===== config.mk =====
export PLATFORM = sky130hd
export DESIGN_NAME = fpsw_unit
export DESIGN_NICKNAME = d
export VERILOG_FILES = /design/src/rtl/fpsw_pkg.sv /design/src/rtl/fpsw_upd.sv /design/src/rtl/fpsw_wmerge.sv /design/src/rtl/fpsw_unit.sv
export SDC_FILE = /design/constraint.sdc
export NUM_CORES = 1
export LEC_CHECK = 0
export ABC_AREA = 0
export BUFFER_PORTS_ARGS = -buffer_cell sky130_fd_sc_hd__buf_4
export CAP_MARGIN = 25
export CELL_PAD_IN_SITES_DETAIL_PLACEMENT = 1
export CELL_PAD_IN_SITES_GLOBAL_PLACEMENT = 2
export CORE_ASPECT_RATIO = 0.9
export CORE_MARGIN = 2
export CORE_UTILIZATION = 24
export CTS_CLUSTER_DIAMETER = 40
export DETAILED_ROUTE_END_ITERATION = 12
export PLACE_DENSITY = 0.95
export REMOVE_ABC_BUFFERS = 1
export SYNTH_ARGS = -nofsm -noshare
export SYNTH_HDL_FRONTEND = slang
export SYNTH_SLANG_ARGS = --single-unit

===== constraint.sdc =====
create_clock -name clk_i -period 2.9 [get_ports clk_i]
set_input_delay 0.58 -clock clk_i [delete_from_list [all_inputs] [get_ports clk_i]]
set_output_delay 0.58 -clock clk_i [all_outputs]
set_load 0.02 [all_outputs]

===== src/rtl/fpsw_pkg.sv =====
package fpsw_pkg;
  localparam int SW_W      = 32;
  localparam int NEXC      = 5;
  localparam int RM_W      = 2;
  localparam int CAUSE_LSB = 2;
  localparam int DN_BIT    = CAUSE_LSB + NEXC + 1;
  localparam int EN_LSB    = 10;
  localparam int FLAG_LSB  = 26;
  localparam int FS_BIT    = SW_W - 1;
  localparam logic [SW_W-1:0] WR_KEEP = 32'h7fff_ff03;
  localparam logic [SW_W-1:0] FS_MASK = 32'h8000_0000;
endpackage


===== src/rtl/fpsw_upd.sv =====
module fpsw_upd
  import fpsw_pkg::*;
(
  input  logic [SW_W-1:0] cur_i,
  input  logic [NEXC-1:0] exc_i,
  input  logic            dnrm_i,
  output logic [SW_W-1:0] nxt_o,
  output logic            trap_o
);
  logic [NEXC-1:0] flg;
  logic [NEXC:0]   cause;
  logic [NEXC:0]   enab;

  // sticky only when the exception is not trapped
  for (genvar i = 0; i < NEXC; i++) begin : g_flag
    assign flg[i] = cur_i[FLAG_LSB+i] | (exc_i[i] & ~cur_i[EN_LSB+i]);
  end

  assign cause = {dnrm_i & ~cur_i[DN_BIT], exc_i};
  assign enab  = {1'b1, cur_i[EN_LSB +: NEXC]};

  always_comb begin
    nxt_o = cur_i;
    nxt_o[CAUSE_LSB +: NEXC+1] = cause;
    nxt_o[FLAG_LSB +: NEXC]    = flg;
    nxt_o[FS_BIT]              = cur_i[FS_BIT] | (|flg);
  end

  assign trap_o = |(cause & enab);
endmodule


===== src/rtl/fpsw_wmerge.sv =====
module fpsw_wmerge
  import fpsw_pkg::*;
(
  input  logic [SW_W-1:0] cur_i,
  input  logic [SW_W-1:0] data_i,
  output logic [SW_W-1:0] nxt_o
);
  logic [SW_W-1:0] t;

  // masked-out bits can only be cleared; summary is rebuilt
  assign t     = (cur_i | WR_KEEP) & data_i & ~FS_MASK;
  assign nxt_o = t | (FS_MASK & {SW_W{|t[FLAG_LSB +: NEXC]}});
endmodule


===== src/rtl/fpsw_unit.sv =====
module fpsw_unit
  import fpsw_pkg::*;
#(
  parameter int                TRAP_W   = 8,
  parameter logic [TRAP_W-1:0] TRAP_NUM = 21,
  parameter logic [SW_W-1:0]   RST_VAL  = '0
) (
  input  logic              clk_i,
  input  logic              rst_ni,
  input  logic              upd_i,
  input  logic [NEXC-1:0]   exc_i,
  input  logic              dnrm_i,
  input  logic [SW_W-1:0]   res_i,
  input  logic              wr_i,
  input  logic [SW_W-1:0]   wr_data_i,
  output logic [SW_W-1:0]   fpsw_o,
  output logic [RM_W-1:0]   rmode_o,
  output logic              zero_o,
  output logic              sign_o,
  output logic              trap_o,
  output logic [TRAP_W-1:0] trap_code_o
);
  logic [SW_W-1:0] sw_q, upd_nxt, wr_nxt;
  logic            upd_trap, trap_q, zero_q, sign_q, upd_go;

  assign upd_go = upd_i & ~wr_i;

  fpsw_upd u_upd (
    .cur_i  (sw_q),
    .exc_i  (exc_i),
    .dnrm_i (dnrm_i),
    .nxt_o  (upd_nxt),
    .trap_o (upd_trap)
  );

  fpsw_wmerge u_wr (
    .cur_i  (sw_q),
    .data_i (wr_data_i),
    .nxt_o  (wr_nxt)
  );

  always_ff @(posedge clk_i or negedge rst_ni) begin
    if (!rst_ni) begin
      sw_q   <= RST_VAL;
      trap_q <= 1'b0;
      zero_q <= 1'b0;
      sign_q <= 1'b0;
    end else begin
      trap_q <= upd_go & upd_trap;
      if (wr_i)        sw_q <= wr_nxt;
      else if (upd_i)  sw_q <= upd_nxt;
      if (upd_go) begin
        zero_q <= ~|res_i[SW_W-2:0];
        sign_q <= res_i[SW_W-1];
      end
    end
  end

  assign fpsw_o      = sw_q;
  assign rmode_o     = sw_q[RM_W-1:0];
  assign zero_o      = zero_q;
  assign sign_o      = sign_q;
  assign trap_o      = trap_q;
  assign trap_code_o = trap_q ? TRAP_NUM : '0;

  p_cause_clear_r2: assert property (@(posedge clk_i) disable iff (!rst_ni)
    (upd_go && exc_i == '0 && !dnrm_i) |=> fpsw_o[CAUSE_LSB +: NEXC+1] == '0);

  p_sticky_keep_r3: assert property (@(posedge clk_i) disable iff (!rst_ni)
    !wr_i |=> (fpsw_o[FLAG_LSB +: NEXC] & $past(fpsw_o[FLAG_LSB +: NEXC]))
              == $past(fpsw_o[FLAG_LSB +: NEXC]));

  p_flush_r4: assert property (@(posedge clk_i) disable iff (!rst_ni)
    (upd_go && dnrm_i && !fpsw_o[DN_BIT]) |=> trap_o);

  p_summary_r5: assert property (@(posedge clk_i) disable iff (!rst_ni)
    (|fpsw_o[FLAG_LSB +: NEXC]) |-> fpsw_o[FS_BIT]);

  p_trap_only_upd_r10: assert property (@(posedge clk_i) disable iff (!rst_ni)
    !upd_go |=> !trap_o);

  p_wr_wins_r7: assert property (@(posedge clk_i) disable iff (!rst_ni)
    wr_i |=> $stable(zero_o) && $stable(sign_o));
endmodule


==> results of run 1 <==
registers in the layout (all words and copies together), names as in the netlist:
name and cells:
fpsw_o 32, trap_o 1, sign_o 1, zero_o 1
final cells by class:
type,instances,share of cell area (%)
multi-input cells,90,25.27
flip-flops and latches,35,34.28
well taps,90,4.407
clock buffers,6,2.840
inverters,2,0.2938
repair buffers,112,32.91
kinds of logic (layout without fill, tap and decap cells):
| logic type | count (synthesis) | in the layout | synth area share, % |
|---|---|---|---|
| flops | 35 | 35 | 54.18 |
| simple gates | 35 | 35 | 12.00 |
| compound gates | 24 | 24 | 9.133 |
| other cells | 1 | 5 | 0.2320 |
| buf+inv | 18 | 120 | 6.811 |
| mux | 26 | 26 | 17.65 |
placed cells by master (no fill, tap or decap), types with 3 or more instances in the layout:
master    instances
a21oi_1           6
buf_4           112
clkbuf_8          5
conb_1            5
dfrtp_1          35
mux2_1            3
mux2_2           17
mux2i_1           6
nand2_1           7
nand3_1           6
nor2b_1           4
nor4_1            8
o21ai_0           6
o21ai_1           5
routing by layer:
metal | up-vias | global-route usage (%) | routed length (µm)
met3 | 2 | 5.046 | 346
met5 | - | 0 | 0
met4 | 0 | 3.077 | 8
li1 | 698 | - | -
met1 | 709 | 14.76 | 1938
met2 | 59 | 22.16 | 2470
through the flow:
step | power (mW) | setup slack [ps] | cell area (µm²)
after CTS | 1.239 | 1425 | 2555
after detailed placement | 0.9097 | 1150 | 2482
after global routing | 1.280 | 1362 | 2555
final | 1.210 | 1425 | 2555
after global placement | 0.9001 | 1159 | 2482
after floorplan | 0.7055 | 1407 | 1529
final timing paths:
path	from	to	slack [ps]	cells after the start
max	fpsw_o[29]	fpsw_o[31]	1420	3
min	rst_ni	fpsw_o[27]	250	1
max reg2reg	fpsw_o[29]	fpsw_o[31]	1420	3
min reg2reg	fpsw_o[24]	fpsw_o[24]	490	1
max in group asynchronous	rst_ni	fpsw_o[19]	2320	1
min in group clk_i	fpsw_o[24]	fpsw_o[24]	490	1
report_power, final:
group          switching, mW  internal, mW  total, mW
sequential            0.0340         0.534      0.568
combinational          0.157         0.169      0.327
clock                  0.156         0.160      0.316
total                  0.348         0.863       1.21
worst register-to-register path, delay by kind of cell, from the launching register on:
kind / cells / cell delay, ps
DFF: 1 / 410
AOI/OAI and AO/OA: 2 / 410
and+or+nand+nor: 1 / 540
==> metrics.txt, run 1 <==
Ys Warns=0; CP Launch Type=flop; core box area=6551 µm²; # setup viols final=0; status=complete, no violations; leading area contributor after synthesis=dfrtp_1; fin cells=335; Fmax=677.9 MHz; die footprint=around 7400 µm²; Clock Tree Buf Depth=2; DRC=0; latest clock arrival within the worst-skew pair=270 ps; cts bufs inserted=5; total wire length=4764 µm; gpl congestion=0.7171; Initial Utilization=24.68%; Tot GR Track Use=about 13%; Worst-path clk slew=70 ps; Post-synth EDFFs=0; GRT Residual Overflow=0; setup TNS=0 ps; first-pass GRT wire length=7417 µm; fin util=between 30% and 40%; First-pass DRT Iterations=4; Synth area leaders=dfrtp_1, mux2_2, buf_4; Max FO, Critical Path=3; min cycle time layout=1475 ps; Leak=1.233 nW; worst path arrival time=1630 ps; Buf+Inv Stages, Crit Path=0; most common cell in the netlist=dfrtp_1; Post-Syn Instances=139; fillers=760; ANT nets after route=0; worst vdd rail ir drop=0.1911 mV; Reg area=875.8 µm²; CTS tree=yes; endpoint class of the critical path=flop; row count=28; worst hold path type=in2async; Synth-to-Final Area Change=58.05%; Hold Fails Final Rpt=0; CTS resizes=0; worst path required time=3060 ps; slowest stage delay, CP=540 ps; area of the multi-input gates=about 650 µm²; post-synth top area share=54.18%; die width=about 90 µm; ANT cells=0; delay-heaviest family, CP=simple AND/OR/NAND/NOR gates; max cap viols=0; cts hold-fix bufs=0; drt first-iter violations=17; pin count of the biggest net entering global routing=47; placed insts=~330; dpl hpwl=3740 µm; critical path's slowest cell=or4_4; initial antenna violation count=0; hold_ws=approximately 250 ps; Vias per Instance=about 4.4; H-Tree Level Count=2; # port buffers=112; top cells by count, synth=dfrtp_1, mux2_2, buf_4; Wirelength per Cell=14.22 µm; Cell Pwr Density=roughly 470 nW/µm²; Synth cell types=28; RSZ-0062 raised after global routing=false; nets@finish=320; layout cells sized above 1=a little under three fifths; FF+latch count, synth=35; fin crit share=50.87%; synthesized area=1617 µm²; post-CTS setup buffer count=0; I/O pin cnt=119; pins over their slew limit=0; Worst Clk Skew=4.136 ps; sequential fraction of the synthesis area=54.18%; vias in the first global route=around 1.5k; CP Class=reg2reg; Post-synth ARST share=100.0%; Vias=1,468; critical path, cell by cell=or4_4, o41ai_2, a21oi_1; Clock Sinks=35; die height=81.86 µm; clock root buffer=clkbuf_8; Syn Area/Cell=roughly 12 µm²; dominant synthesized flop cell=dfrtp_1
(Power assumes the default switching activity.)
==> inputs of run 2 (changes only) <==
--- a/config.mk
+++ b/config.mk
@@ -5,17 +5,17 @@
 export SDC_FILE = /design/constraint.sdc
 export NUM_CORES = 1
 export LEC_CHECK = 0
-export ABC_AREA = 0
+export ABC_AREA = 1
 export BUFFER_PORTS_ARGS = -buffer_cell sky130_fd_sc_hd__buf_4
 export CAP_MARGIN = 25
 export CELL_PAD_IN_SITES_DETAIL_PLACEMENT = 1
 export CELL_PAD_IN_SITES_GLOBAL_PLACEMENT = 2
 export CORE_ASPECT_RATIO = 0.9
 export CORE_MARGIN = 2
-export CORE_UTILIZATION = 24
+export CORE_UTILIZATION = 18
 export CTS_CLUSTER_DIAMETER = 40
 export DETAILED_ROUTE_END_ITERATION = 12
-export PLACE_DENSITY = 0.95
+export PLACE_DENSITY = 0.85
 export REMOVE_ABC_BUFFERS = 1
 export SYNTH_ARGS = -nofsm -noshare
 export SYNTH_HDL_FRONTEND = slang
==> constraint.sdc (replaced) <==
create_clock -name clk_i -period 1.33 [get_ports clk_i]
set_input_delay 0.266 -clock clk_i [delete_from_list [all_inputs] [get_ports clk_i]]
set_output_delay 0.266 -clock clk_i [all_outputs]
set_load 0.02 [all_outputs]
==> metrics.txt, run 2 <==
status=complete, no violations; latest clock arrival within the worst-skew pair=290 ps; Fmax=862.3 MHz; RSZ-0062 raised after global routing=false; core box area=9166 µm²; worst hold path type=in2reg; Syn Area/Cell=roughly 8.0 µm²; I/O pin cnt=between 100 and 150; Synth-to-Final Area Change=60.69%; initial antenna violation count=0; die width=106.5 µm; vias in the first global route=1,849; leading area contributor after synthesis=dfrtp_1; delay-heaviest family, CP=flip-flops; ANT nets after route=0; setup TNS=0 ps; Ys Warns=0; most common cell in the netlist=nand2_1; CP Class=reg2out; R2R setup slack=around 320 ps; gpl congestion=slightly below 0.8; Worst Clk Skew=11.52 ps; GRT Residual Overflow=0; synthesized area=1703 µm²; first-pass GRT wire length=9190 µm; Worst setup endpoint=fpsw_o[27]; drt first-iter violations=67; die height=96.28 µm; Stages on worst setup path=1; Initial Utilization=between 10% and 20%; Post-synth EDFFs=0; CTS tree=yes; origin of the critical flop-to-flop path=fpsw_o[12]; dominant synthesized flop cell=dfrtp_1; Cell Pwr Density=1101 nW/µm²; layout cells sized above 1=40.18%; Post-synth ARST share=100.0%; worst vdd rail ir drop=0.4294 mV; worst path required time=1060 ps; Critical Path Start=fpsw_o[27]; cts bufs inserted=5; Vias=1,750; FF+latch count, synth=35; fin crit share=87.19%; Vias per Instance=3.906; Worst-path clk slew=90 ps; dpl hpwl=4512 µm; Synth area leaders=dfrtp_1, nand2_1, nor2_1; most frequent cells in the layout=buf_4, nand2_1, dfrtp_1; R2R cell count=7; # port buffers=112; sequential fraction of the synthesis area=51.43%; Clock Sinks=35; critical path, cell by cell=buf_4; Post-Syn Instances=between 200 and 250; H-Tree Level Count=2; Max FO, Critical Path=3; Leak=1.449 nW; Clock Tree Buf Depth=2; DRC=0; pin count of the biggest net entering global routing=36; Worst Hold Launch=res_i[31]; critical path's slowest cell=dfrtp_1; top cells by count, synth=nand2_1, dfrtp_1, nor2_1; die footprint=10,260 µm²; Synth cell types=20; CP Launch Type=flop; commonest non-fill, non-tap cell in the layout=buf_4; Tot GR Track Use=11.76%; worst path arrival time=890 ps; pins over their slew limit=0; Wirelength per Cell=about 13 µm; max cap viols=0; Buf+Inv Stages, Crit Path=1; nets@finish=399; endpoint class of the critical path=primary output; post-synth top area share=51.43%; r2r endpoint=fpsw_o[31]; Worst Slack Setup Final=170.4 ps; ANT cells=0; row count=33; number of flip-flops under the largest register name=32; Hold Fails Final Rpt=0; clock root buffer=clkbuf_8; min cycle time layout=1160 ps; # setup viols final=0; slowest stage delay, CP=between 400 and 500 ps; post-placement setup slack=roughly 250 ps; First-pass DRT Iterations=4; total wire length=5786 µm
==> run 2: worst min-delay path by stage <==
stage / end / slack [ps] / cells past startpoint
final: sign_o / 160 / 3
after global routing: fpsw_o[0] / 150 / 3
after CTS: fpsw_o[24] / 150 / 3
after detailed placement: fpsw_o[22] / 280 / 1
after global placement: fpsw_o[24] / 270 / 1
after floorplan: fpsw_o[0] / -30 / 0
==> run 2: report_power, final <==
group | internal, mW | total, mW | switching (mW)
registers | 1.16 | 1.23 | 0.0647
clock network | 0.569 | 1.03 | 0.457
logic | 0.357 | 0.760 | 0.403
==> run 2: cells by family after synthesis <==
logic type,count (synthesis),synth area share (%)
DFF,35,51.43
buffers and inverters,29,10.87
AOI/OAI and AO/OA,27,9.699
and+or+nand+nor,122,27.77
other,1,0.2202
==> run 2: metrics by stage <==
| stage | area, µm² | util [%] | instances | hold WS, ps | power (mW) |
|---|---|---|---|---|---|
| final | 2736 | 29.85 | 448 | 163.2 | 3.013 |
| after global routing | 2736 | 29.85 | 448 | 154.0 | 3.202 |
| after CTS | 2736 | 29.85 | 448 | 152.5 | 3.076 |
| after detailed placement | 2610 | 28.47 | 439 | 277.2 | 2.022 |
| after global placement | 2610 | 28.47 | 439 | 268.9 | 2.005 |
| after floorplan | 1587 | - | 201 | -29.59 | 1.558 |
==> run 2: per-layer routing <==
metal	up-vias	global-route usage [%]	wire length, µm
met4	0	1.948	17
met2	69	20.14	2754
met3	2	4.333	484
met1	808	14.50	2529
li1	871	-	-
met5	-	0	0
==> run 2: layout make-up <==
cell class / count / area (µm²)
inverter: 12 / 53.80
timing repair buffer: 117 / 880.8
sequential: 35 / 875.8
tap: 122 / 152.6
fill: 1145 / 6430
multi-input combinational: 154 / 656.9
clock inverter: 3 / 47.55
clock buffer: 5 / 68.82
==> run 2: timing repair <==
action / 4_1_cts / 5_1_grt
buffers inserted: 0 / 0
endpoints found under the setup margin: 0 / 0
hold endpoints to repair: 35 / 0
hold buffers: 1 / 0
gates resized for setup: 0 / 0
==> inputs of run 3 (changes only) <==
--- a/config.mk
+++ b/config.mk
@@ -10,12 +10,12 @@
 export CAP_MARGIN = 25
 export CELL_PAD_IN_SITES_DETAIL_PLACEMENT = 1
 export CELL_PAD_IN_SITES_GLOBAL_PLACEMENT = 2
-export CORE_ASPECT_RATIO = 0.9
+export CORE_ASPECT_RATIO = 1.75
 export CORE_MARGIN = 2
 export CORE_UTILIZATION = 18
 export CTS_CLUSTER_DIAMETER = 40
 export DETAILED_ROUTE_END_ITERATION = 12
-export PLACE_DENSITY = 0.85
+export PLACE_DENSITY_LB_ADDON = 0.3
 export REMOVE_ABC_BUFFERS = 1
 export SYNTH_ARGS = -nofsm -noshare
 export SYNTH_HDL_FRONTEND = slang
==> metrics.txt, run 3 (same netlist as run 2, synthesis figures left out) <==
I/O pin cnt=119; initial antenna violation count=0; first-pass GRT wire length=~9600 µm; Max FO, Critical Path=4; Worst Clk Skew=3.184 ps; Metal-1 WL=between 2000 and 2500 µm; Clock Sinks=35; worst path arrival time=860 ps; critical path, cell by cell=buf_4; post-CTS setup buffer count=0; Wirelength per Cell=13.50 µm; dpl hpwl=4700 µm; die footprint=10,290 µm²; layout cells sized above 1=39.20%; min cycle time layout=1125 ps; Switching Share=29.22%; delay-heaviest family, CP=flip-flops; power share of the combinational group=24.2%; worst hold path type=in2reg; nets@finish=397; pin count of the biggest net entering global routing=36; CP Launch Type=flop; Clock Tree Buf Depth=2; Flop pwr share=around 40%; CP Class=reg2out; die height=roughly 130 µm; critical path's slowest cell=dfrtp_1; Hold Fails Final Rpt=0; met2 routed WL=3477 µm; clock root buffer=clkbuf_16; ANT nets after route=0; fin crit share=84.60%; worst vdd rail ir drop=0.4677 mV; # setup viols final=0; routed length on met3=252 µm; CTS tree=yes; core box area=9350 µm²; cts bufs inserted=5; internal power=2.210 mW; Fmax=888.8 MHz; H-Tree Level Count=2; Leak=between 1 and 1.5 nW; drt first-iter violations=35; RSZ-0062 raised after global routing=false; area of the multi-input gates=656.9 µm²; number of flip-flops under the largest register name=32; Worst-path clk slew=60 ps; slowest stage delay, CP=410 ps; DRC=0; Cell Pwr Density=1139 nW/µm²; switching power=912.3 µW; dpl cell area=2595 µm²; Vias per Instance=3.930; gpl congestion=0.7263; # port buffers=112; setup TNS=0 ps; post-route cell area=2743 µm²; pins over their slew limit=0; GRT Residual Overflow=0; Initial Utilization=18.21%; vias in the first global route=1,835; Buf+Inv Stages, Crit Path=1; row count=47; most frequent cells in the layout=buf_4, nand2_1, dfrtp_1; Reg area=875.8 µm²; die width=77.53 µm; worst path required time=1060 ps; Synth-to-Final Area Change=61.06%; fillers=~1.1k; max cap viols=0; status=complete, no violations; endpoint class of the critical path=primary output; total wire length=between 6000 and 7000 µm; ANT cells=0; Tot GR Track Use=12.26%; First-pass DRT Iterations=4; max layer used=met4; Clk pwr share=36.4%; latest clock arrival within the worst-skew pair=280 ps; Vias=1,753; commonest non-fill, non-tap cell in the layout=buf_4
run 3: changes by cell type in the layout (fill, tap and decap cells not counted):
cell,delta
buf_4,-2
bufinv_16,-1
clkbuf_1,+2
clkbuf_16,+5
clkbuf_8,-5
clkinv_2,+1
clkinv_4,-1
inv_6,-1
run 3: final cells by class:
type	instances	area share, %
Sequential cell	35	31.93
Tap cell	122	5.566
Multi-Input combinational cell	154	23.95
Inverter	12	1.962
Timing Repair Buffer	115	31.57
Clock buffer	7	4.836
Clock inverter	1	0.1825
run 3: path summary, 6_finish.rpt:
kind,from,end,slack (ps),cells past startpoint
min reg2reg,fpsw_o[22],fpsw_o[22],470,2
max reg2reg,fpsw_o[12],fpsw_o[31],280,7
min in group asynchronous,rst_ni,fpsw_o[1],490,2
max,trap_o,trap_code_o[2],200,1
min,wr_data_i[15],fpsw_o[15],180,3
max in group asynchronous,rst_ni,fpsw_o[13],490,2
run 3: worst reg2reg max path: cells and delay by family, from the launching register on:
kind,cells,cell delay (ps)
AO/OA/AOI/OAI,1,60
buffers and inverters,1,60
AND/OR/NAND/NOR,5,440
flip-flops,1,370
run 3: power by group through the flow:
stage                     Clock, mW  Sequential, mW  Combinational, mW
after floorplan                   0            1.38              0.178
after global placement            0            1.25              0.762
after detailed placement          0            1.25              0.775
after CTS                      1.20            1.23              0.778
after global routing           1.23            1.24              0.831
final                          1.14            1.23              0.757
run 3: layer usage:
layer	vias up	track usage [%]
li1	867	-
met1	814	12.32
met2	59	23.24
met3	13	2.251
met4	0	6.548
met5	-	0
run 3: stage by stage:
stage               utilization (%)  setup WS [ps]  cells  hold slack, ps  power (mW)
finish                        29.33          204.8    446           183.3       3.123
global route                  29.33          158.3    446           190.6       3.299
CTS                           29.33          190.6    446           172.9       3.204
detailed placement            27.75          99.26    437           274.5       2.023
global placement              27.75          147.4    437           269.1       2.009
floorplan                         -          299.8    201          -29.59       1.558
run 3: repair_timing:
item	CTS	global route
hold buffers	1	0
hold endpoints to repair	35	0
gates resized for setup	0	0
